--- src/rtl/psd_avg_pkg.sv ---
package psd_avg_pkg;

  typedef enum logic [1:0] {
    ST_IDLE,
    ST_ACC,
    ST_DRAIN,
    ST_READ
  } psd_state_e;

  // Strobes from control to datapath
  typedef struct packed {
    logic accept;    // take the presented bin into the pipeline
    logic firstSeg;  // bin belongs to the first segment: overwrite
    logic rdEn;      // present one result this cycle
    logic rdLast;    // result being presented is the top bin
  } psd_strobe_t;

endpackage

--- src/rtl/psd_avg_ctrl.sv ---
module psd_avg_ctrl
  import psd_avg_pkg::*;
#(
  parameter int NBINS      = 16,
  parameter int LOG2_L_MAX = 3
) (
  input  logic                               clk,
  input  logic                               rstN,
  input  logic                               binValid,
  input  logic [$clog2(NBINS)-1:0]           binIdx,
  input  logic [$clog2(LOG2_L_MAX+1)-1:0]    segLog2,
  output psd_strobe_t                        strobe,
  output logic [$clog2(NBINS)-1:0]           rdIdx,
  output logic [$clog2(LOG2_L_MAX+1)-1:0]    shiftAmt
);

  localparam int IDX_W = $clog2(NBINS);
  localparam int CFG_W = $clog2(LOG2_L_MAX + 1);
  localparam int CNT_W = LOG2_L_MAX + 1;

  psd_state_e       state;
  logic [CNT_W-1:0] segCnt;
  logic [CFG_W-1:0] cfgReg;
  logic [CFG_W-1:0] lNow;
  logic [CNT_W-1:0] segTop;
  logic [IDX_W-1:0] rdIdxQ;
  logic             accept;
  logic             binEnd;
  logic             batchEnd;

  always_comb begin
    lNow     = (state == ST_IDLE) ? segLog2 : cfgReg;
    segTop   = (CNT_W'(1) << lNow) - CNT_W'(1);
    accept   = binValid && (state == ST_IDLE || state == ST_ACC);
    binEnd   = accept && (binIdx == IDX_W'(NBINS - 1));
    batchEnd = binEnd && (segCnt == segTop);
  end

  always_ff @(posedge clk or negedge rstN) begin
    if (!rstN) begin
      state  <= ST_IDLE;
      segCnt <= '0;
      cfgReg <= '0;
      rdIdxQ <= '0;
    end else begin
      case (state)
        ST_IDLE, ST_ACC: begin
          if (accept) begin
            if (state == ST_IDLE) cfgReg <= segLog2;
            if (batchEnd) begin
              state  <= ST_DRAIN;
              segCnt <= '0;
            end else begin
              state <= ST_ACC;
              if (binEnd) segCnt <= segCnt + CNT_W'(1);
            end
          end
        end
        ST_DRAIN: begin
          state  <= ST_READ;
          rdIdxQ <= '0;
        end
        default: begin
          rdIdxQ <= rdIdxQ + IDX_W'(1);
          if (rdIdxQ == IDX_W'(NBINS - 1)) state <= ST_IDLE;
        end
      endcase
    end
  end

  always_comb begin
    strobe.accept   = accept;
    strobe.firstSeg = (segCnt == '0);
    strobe.rdEn     = (state == ST_READ);
    strobe.rdLast   = (state == ST_READ) && (rdIdxQ == IDX_W'(NBINS - 1));
    rdIdx           = rdIdxQ;
    shiftAmt        = cfgReg;
  end

  // the segment counter never passes the latched segment count
  assert_seg_in_range_R4: assert property (@(posedge clk) disable iff (!rstN)
    (state == ST_ACC) |-> (segCnt <= ((CNT_W'(1) << cfgReg) - CNT_W'(1))));

  // once a batch has started, the latched exponent holds
  assert_cfg_held_R9: assert property (@(posedge clk) disable iff (!rstN)
    (state != ST_IDLE) |=> $stable(cfgReg));

endmodule

--- src/rtl/psd_avg_datapath.sv ---
module psd_avg_datapath
  import psd_avg_pkg::*;
#(
  parameter int DATA_W     = 12,
  parameter int NBINS      = 16,
  parameter int LOG2_L_MAX = 3,
  parameter int OUT_W      = 20
) (
  input  logic                               clk,
  input  logic                               rstN,
  input  psd_strobe_t                        strobe,
  input  logic [$clog2(NBINS)-1:0]           binIdx,
  input  logic signed [DATA_W-1:0]           binRe,
  input  logic signed [DATA_W-1:0]           binIm,
  input  logic [$clog2(NBINS)-1:0]           rdIdx,
  input  logic [$clog2(LOG2_L_MAX+1)-1:0]    shiftAmt,
  output logic                               outValid,
  output logic                               outLast,
  output logic [$clog2(NBINS)-1:0]           outIdx,
  output logic [OUT_W-1:0]                   outPower
);

  localparam int IDX_W = $clog2(NBINS);
  localparam int SQ_W  = 2 * DATA_W;
  localparam int ACC_W = SQ_W + LOG2_L_MAX;

  logic signed [SQ_W-1:0] reSq;
  logic signed [SQ_W-1:0] imSq;
  logic [SQ_W-1:0]        sqSum;

  logic                   s1Valid;
  logic                   s1First;
  logic [IDX_W-1:0]       s1Idx;
  logic [SQ_W-1:0]        s1Sq;

  logic [ACC_W-1:0]       accMem [NBINS];
  logic [ACC_W-1:0]       shifted;
  logic [OUT_W-1:0]       clamped;

  always_comb begin
    reSq  = binRe * binRe;
    imSq  = binIm * binIm;
    sqSum = $unsigned(reSq) + $unsigned(imSq);
  end

  // Stage 1: squared magnitude register
  always_ff @(posedge clk or negedge rstN) begin
    if (!rstN) begin
      s1Valid <= 1'b0;
      s1First <= 1'b0;
      s1Idx   <= '0;
      s1Sq    <= '0;
    end else begin
      s1Valid <= strobe.accept;
      if (strobe.accept) begin
        s1First <= strobe.firstSeg;
        s1Idx   <= binIdx;
        s1Sq    <= sqSum;
      end
    end
  end

  // Stage 2: read-modify-write of the bin slot
  always_ff @(posedge clk) begin
    if (s1Valid) begin
      if (s1First) accMem[s1Idx] <= ACC_W'(s1Sq);
      else         accMem[s1Idx] <= accMem[s1Idx] + ACC_W'(s1Sq);
    end
  end

  // Read-out: scale by the segment count, clamp to the output width
  always_comb begin
    shifted = accMem[rdIdx] >> shiftAmt;
    if (|(shifted >> OUT_W)) clamped = '1;
    else                     clamped = shifted[OUT_W-1:0];
  end

  always_ff @(posedge clk or negedge rstN) begin
    if (!rstN) begin
      outValid <= 1'b0;
      outLast  <= 1'b0;
      outIdx   <= '0;
      outPower <= '0;
    end else begin
      outValid <= strobe.rdEn;
      outLast  <= strobe.rdLast;
      if (strobe.rdEn) begin
        outIdx   <= rdIdx;
        outPower <= clamped;
      end
    end
  end

  // an accumulating write never carries out of the slot width
  assert_no_overflow_R7: assert property (@(posedge clk) disable iff (!rstN)
    (s1Valid && !s1First) |->
      !(({1'b0, accMem[s1Idx]} + (ACC_W+1)'(s1Sq)) >> ACC_W));

  // read-out starts at bin zero
  assert_start_zero_R8: assert property (@(posedge clk) disable iff (!rstN)
    $rose(outValid) |-> (outIdx == '0));

  // consecutive bins on consecutive cycles
  assert_order_R8: assert property (@(posedge clk) disable iff (!rstN)
    (outValid && !outLast) |=> (outValid && outIdx == $past(outIdx) + IDX_W'(1)));

  // last flag only on the top bin, then the stream stops
  assert_last_top_R8: assert property (@(posedge clk) disable iff (!rstN)
    outLast |-> (outValid && outIdx == IDX_W'(NBINS - 1)));

  assert_last_stop_R8: assert property (@(posedge clk) disable iff (!rstN)
    outLast |=> !outValid);

endmodule

--- src/rtl/psd_avg_top.sv ---
module psd_avg_top
  import psd_avg_pkg::*;
#(
  parameter int DATA_W     = 12,
  parameter int NBINS      = 16,
  parameter int LOG2_L_MAX = 3,
  parameter int OUT_W      = 20
) (
  input  logic                               clk,
  input  logic                               rstN,
  input  logic                               binValid,
  input  logic [$clog2(NBINS)-1:0]           binIdx,
  input  logic signed [DATA_W-1:0]           binRe,
  input  logic signed [DATA_W-1:0]           binIm,
  input  logic [$clog2(LOG2_L_MAX+1)-1:0]    segLog2,
  output logic                               outValid,
  output logic                               outLast,
  output logic [$clog2(NBINS)-1:0]           outIdx,
  output logic [OUT_W-1:0]                   outPower
);

  localparam int IDX_W = $clog2(NBINS);
  localparam int CFG_W = $clog2(LOG2_L_MAX + 1);

  psd_strobe_t      strobe;
  logic [IDX_W-1:0] rdIdx;
  logic [CFG_W-1:0] shiftAmt;

  psd_avg_ctrl #(
    .NBINS      (NBINS),
    .LOG2_L_MAX (LOG2_L_MAX)
  ) ctrl_i (
    .clk      (clk),
    .rstN     (rstN),
    .binValid (binValid),
    .binIdx   (binIdx),
    .segLog2  (segLog2),
    .strobe   (strobe),
    .rdIdx    (rdIdx),
    .shiftAmt (shiftAmt)
  );

  psd_avg_datapath #(
    .DATA_W     (DATA_W),
    .NBINS      (NBINS),
    .LOG2_L_MAX (LOG2_L_MAX),
    .OUT_W      (OUT_W)
  ) dp_i (
    .clk      (clk),
    .rstN     (rstN),
    .strobe   (strobe),
    .binIdx   (binIdx),
    .binRe    (binRe),
    .binIm    (binIm),
    .rdIdx    (rdIdx),
    .shiftAmt (shiftAmt),
    .outValid (outValid),
    .outLast  (outLast),
    .outIdx   (outIdx),
    .outPower (outPower)
  );

endmodule

--- config.mk ---
export PLATFORM = sky130hd
export DESIGN_NAME = psd_avg_top
export DESIGN_NICKNAME = d
export VERILOG_FILES = /design/src/rtl/psd_avg_pkg.sv /design/src/rtl/psd_avg_ctrl.sv /design/src/rtl/psd_avg_datapath.sv /design/src/rtl/psd_avg_top.sv
export SDC_FILE = /design/constraint.sdc
export NUM_CORES = 1
export LEC_CHECK = 0
export BUFFER_PORTS_ARGS = -buffer_cell sky130_fd_sc_hd__buf_2
export CAP_MARGIN = 20
export CORE_AREA = 3 3 443 313
export DETAILED_ROUTE_END_ITERATION = 8
export DIE_AREA = 0 0 446 316
export PLACE_DENSITY_LB_ADDON = 0.05
export SKIP_CTS_REPAIR_TIMING = 1
export SYNTH_ARGS = -nofsm -noshare
export SYNTH_HDL_FRONTEND = slang
export SYNTH_SLANG_ARGS = --single-unit
export TNS_END_PERCENT = 30
--- constraint.sdc ---
create_clock -name clk -period 5.5 [get_ports clk]
set_clock_uncertainty 0.1 [all_clocks]
set_input_delay 0 -clock clk [delete_from_list [all_inputs] [get_ports clk]]
set_output_delay 0 -clock clk [all_outputs]
set_load 0.02 [all_outputs]
### After elaboration in Yosys (flattened, before gate mapping)

Memory sizes are Yosys's and may differ from the RTL's.
Cells that the tools add are included.
W data, S select, Z words.

* register bits after elaboration: 68
* latch bits: 0
* memory bits (writable): 432
* ROM bits: 0
* bits of input ports: 33
* output and inout bits: 26
* logic and storage cells: 60
* memories: 1

Memory list
* dp_i.accMem: depth 16, bits a word 27, read ports 2, clocked after memory_dff 0, wr ports 1, RTL line psd_avg_datapath.sv:36 `logic [ACC_W-1:0] accMem [NBINS];`

* $add $sub $neg: 5
* multiply operators: 2
* div/mod/pow operators: 0
* magnitude comparators: 0
* equal/unequal tests: 7
* shifts and indexed selects: 2
* mux-type cells: 16
* bitwise operators: 1
* reductions and logical operators: 14

Operators by type and width (number)
* $mul A12 B12 Y24: 2
* $add A27 B24 Y27: 1
* $mux W27: 1
* $shr A27 B2 Y27: 1
* $add A24 B24 Y24: 1
* $mux W20: 1
* $add A4 B1 Y4 const B: 2
* $eq A4 B4 Y1 const B: 2
* $mux W2: 4
* $mux W4: 2
* $pmux W4 S2: 1
* $reduce_or A7 Y1: 1
* $mux W1: 6
* $eq A2 B2 Y1 const B: 2
* $eq A4 B4 Y1: 1
* $logic_and A1 B1 Y1: 4
* $logic_not A4 Y1: 1
* $pmux W2 S2: 1
* $reduce_and A2 Y1: 2
* $shl A1 B2 Y4 const A: 1
* $sub A4 B2 Y4 const B: 1
* $reduce_and A3 Y1: 1
* $reduce_bool A3 Y1: 1
* $eq A2 B1 Y1 const B: 1
* 6 further kinds: 6

### Depth between registers and ports, before layout

* depth after elaboration: 9
* depth in mapped cells: 28
* depth with buffers taken out: 27

### Modules after synthesis

Synthesis repeated with hierarchy kept, for this count alone.

* cell total of the unflattened synthesis: 2383
* area total of the unflattened synthesis: 34165.3 µm²

Modules (own cells, without submodules)
* psd_avg_datapath: times used 1, cells each 2306, area an instance 33422.1 µm², seq. area each 14373.8 µm²
* psd_avg_ctrl: times used 1, cells each 77, area an instance 743.2 µm², seq. area each 300.3 µm²

### Least setup slack after synthesis

No wires, ideal clock.

* kind: input port to flip-flop
* start point: input port binIm[11]
* end point: register dp_i.s1Sq[22]
* library setup time: 0.135 ns
* arrival: 6.227 ns
* required time: 5.265 ns
* slack: -0.962 ns
* stages on the path: 22
* path buffers: 1
* cell sequence: clkbuf_1 > nand2_1 > fa_1 > fa_1 > inv_1 > fa_1 > fa_1 > fa_1 > fa_1 > inv_1 > fa_1 > inv_1 > ha_1 > nand2_1 > nor2_1 > a211oi_1 > a2bb2oi_1 > a31oi_1 > or4_1 > a31oi_1 > xor2_1 > o21ai_0

* word-level cells in the longest chain between the ends: 2

RTL lines
* start, declared: RTL line psd_avg_top.sv:14 `input logic signed [DATA_W-1:0] binIm,`
* $mul A12 B12 Y24: RTL line psd_avg_datapath.sv:42 `imSq = binIm * binIm;`
* $add A24 B24 Y24: RTL line psd_avg_datapath.sv:43 `sqSum = $unsigned(reSq) + $unsigned(imSq);`
* end signal, assigned: RTL line psd_avg_datapath.sv:58 `s1Sq <= sqSum;`
* end, declared: RTL line psd_avg_datapath.sv:34 `logic [SQ_W-1:0] s1Sq;`

Every way passes these cells.
A chain may end at the register's enable or synchronous reset.

### Worst setup path in the final report

* start point: input port binRe[8]
* end point: register dp_i.s1Sq[21]

* word-level cells in the longest chain between the ends: 2

RTL lines
* start, declared: RTL line psd_avg_top.sv:13 `input logic signed [DATA_W-1:0] binRe,`
* $mul A12 B12 Y24: RTL line psd_avg_datapath.sv:41 `reSq = binRe * binRe;`
* $add A24 B24 Y24: RTL line psd_avg_datapath.sv:43

Every way passes these cells.

==> metrics.md <==
| Metric | Value |
|---|---|
| Status | `complete, but fails checks` |
| Failing checks | `hold timing, setup timing` |
| Final hold slack | `-0.0273 ns` |
| Die Y | `316 um` |
| Total die area | `141000 um2` |
| Syn avg cell area | `14.2 um2` |
| Slew HR | `28.9%` |
| Final Hold Fails | `1` |
| CP startpoint kind | `input pin` |
| Rows | `113` |
| Antenna violations before repair | `3` |
| Reg-to-reg critical path endpoint | `dp_i.accMem[15][22]$_DFFE_PP_` |
| ANT nets after route | `0` |
| Post-synth EDFFs | `432` |
| Final worst slack | `-0.326 ns` |
| Cts bufs inserted | `52` |
| Starting DRT DRC Count | `1590` |
| Crit. End Element | `flop` |
| # H-tree levels | `2` |
| CTS sink cnt | `500` |
| Post-DP Area | `38200 um2` |
| CP dominant cell by count | `fa_1` |
| GRT Util Overall | `15.8%` |
| Root Driver | `clkbuf_16` |
| Slowest-stage cell, CP | `fa_1` |
| Largest area contributor in the netlist | `edfxtp_1` |
| Core area | `135000 um2` |
| Max clock buf depth | `3` |
| R2r setup slk | `0.26 ns` |
| Post-synth top flop | `edfxtp_1` |
| Share of cells above drive strength 1 | `29.5%` |
| FF+latch count, synth | `500` |
| Largest net degree at the start of global routing | `55` |
| Worst setup startpoint | `binRe[8]` |
| Detail Placement HPWL | `82.5 mm` |
| Critical-path maximum fanout | `4` |
| Initial DRT Pass Iterations | `5` |
| Req. time, crit path | `5.89 ns` |
| Hold depth | `5` |
| Max Cap Viol | `0` |
| Crit Path Class | `in -> reg` |
| Fin Setup TNS | `-0.953 ns` |
| Final worst path period need | `5.83 ns` |
| Critical path capture point | `dp_i.s1Sq[21]$_DFFE_PN0P_` |
| Worst Tran Pin Value | `1.06 ns` |
| Post-synth cell types | `53` |
| Cell area after synthesis | `33600 um2` |
| Worst min-delay path category | `in -> reg` |
| Net Count, Synth | `2799` |
| Sequential share of the synthesized area | `43.6%` |
| CP Data Arrival Time | `6.22 ns` |
| Top cells by area, synth | `edfxtp_1 (39%), mux4_2 (18%), fa_1 (17%)` |
| Async SR Flop Fraction | `13.6%` |
| Post-Place Setup Slack | `-1.09 ns` |
| Via density | `4.56` |
| Drt total wl | `110 mm` |
| Port Buf Inserts | `58` |
| Global-route wire length before repair | `160 mm` |
| Setup violations, final | `5` |
| Tcrit/Tclk final | `106%` |
| Syn Inst Count | `2364` |
| Drt drc | `0` |
| RSZ-0062 raised after global routing | `true` |
| Worst path max stage delay | `0.56 ns` |
| Synth top area share | `38.6%` |
| Die X | `446 um` |
| CTS tree | `done` |
| Vias in the first global route | `21500` |
| GRT Residual Overflow | `0` |
| Fmax | `0.172 GHz` |
| Slew Limit Fails | `0` |
| Initial Util | `24.9%` |
| Worst-Skew Late Latency | `0.63 ns` |
| Placer Congestion | `0.784` |
| DR vias | `20500` |
| Routed len/inst | `24.5 um` |
| Worst Reg-to-Reg Cells | `16` |
| Clock slew at reported path FFs | `0.06 ns` |
| Synth-to-layout area growth | `20.4%` |
| Worst reg2reg path startpoint | `dp_i.s1Idx[1]$_DFFE_PN0P_` |
| Cell area after layout | `40500 um2` |
| Layout Nets | `3106` |
| Yosys warning total | `0` |
| Total I/O pin count | `59` |
-- worst min-delay path by stage --
stage | slack, ns | to | from
6_report | -0.03 | dp_i.s1Sq[1]$_DFFE_PN0P_ | binRe[0]
5_1_grt | 0.01 | dp_i.s1Sq[1]$_DFFE_PN0P_ | binRe[0]
4_1_cts | -0.91 | dp_i.outPower[6]$_DFFE_PN0P_ | rstN
3_5_place_dp | -0.22 | dp_i.outPower[8]$_DFFE_PN0P_ | rstN
3_3_place_gp | -0.23 | dp_i.outPower[6]$_DFFE_PN0P_ | rstN
2_1_floorplan | -0.40 | ctrl_i.rdIdx[0]$_DFFE_PN0P_ | rstN
-- state kept, by name (all words and copies together) (netlist names) --
register	cells
dp_i.s1Sq	24
ctrl_i.shiftAmt	2
dp_i.accMem	432
dp_i.s1Idx	4
ctrl_i.rdIdx	4
dp_i.s1Valid	1
dp_i.outValid	1
dp_i.outPower	20
ctrl_i.state	2
dp_i.s1First	1
ctrl_i.segCnt	4
dp_i.outIdx	4
dp_i.outLast	1
-- area by class of cell --
| cell class | instances | area, um2 |
|---|---|---|
| Antenna cell | 1 | 2.50 |
| Fill cell | 13600 | 94700 |
| Clock inverter | 21 | 240 |
| Multi-Input combinational cell | 1362 | 17400 |
| Clock buffer | 76 | 1450 |
| Inverter | 394 | 1500 |
| Tap cell | 1782 | 2230 |
| Sequential cell | 500 | 14700 |
| Timing Repair Buffer | 361 | 2950 |
-- cells by family after synthesis --
group / count (synthesis) / synth area share [%]
AO/OA/AOI/OAI: 165 / 2.97
adder cells (fa/ha/maj): 402 / 21.2
AND/OR/NAND/NOR: 452 / 6.19
flip-flops: 500 / 43.6
XOR/XNOR: 62 / 1.61
multiplexers: 281 / 18.6
buffers and inverters: 502 / 5.75
-- cell usage after synthesis (all sizes together) (3+ instances only) --
cell type / count
o31ai: 3
xor2: 20
buf: 35
fa: 282
nor4: 16
a31oi: 6
o21ai: 66
a21o: 14
mux2i: 4
or4: 3
nor2b: 15
dfrtp: 68
or2: 5
ha: 120
a22o: 3
nand3b: 3
o21bai: 3
o21a: 5
edfxtp: 432
xnor2: 42
a21oi: 34
nor3: 34
and3: 4
a211oi: 15
nand2b: 13
nor2: 97
nand2: 183
inv: 393
mux4: 275
o211ai: 4
nand3: 12
and2: 58
nand4: 5
clkbuf: 73
-- worst max-delay path, delay by kind of cell --
family | cells | cell delay (ns)
AOI/OAI and AO/OA | 6 | 1.33
xor gates and xnor gates | 1 | 0.13
adders and majority gates | 8 | 3.77
buffers and inverters | 8 | 0.75
and+or+nand+nor | 2 | 0.21
-- cells in the final DEF, fill, tap and decap left out, types with 60 or more instances in the layout --
cell type / count
edfxtp_1: 432
nand2_1: 174
dfrtp_1: 61
ha_1: 114
o21ai_0: 60
mux4_2: 275
buf_4: 279
nor2_1: 81
fa_1: 274
inv_1: 373
-- per-stage QoR --
step,util (%),cells
2_1_floorplan,-,2364
3_3_place_gp,28.3,4374
4_1_cts,29.5,4472
6_report,29.9,4497
3_5_place_dp,28.3,4375
5_1_grt,29.9,4497
-- metal layers --
layer / GRT usage [%] / wire length [um] / vias to the layer above
met5: 0 / 0 / -
met4: 2.09 / 1160 / 0
met3: 2.36 / 4310 / 78
met2: 22.1 / 46000 / 361
met1: 25.9 / 58900 / 11100
li1: - / - / 9019
Power is not shown: default switching activity piles up to over one toggle a cycle in this logic, so the estimate is an artifact.
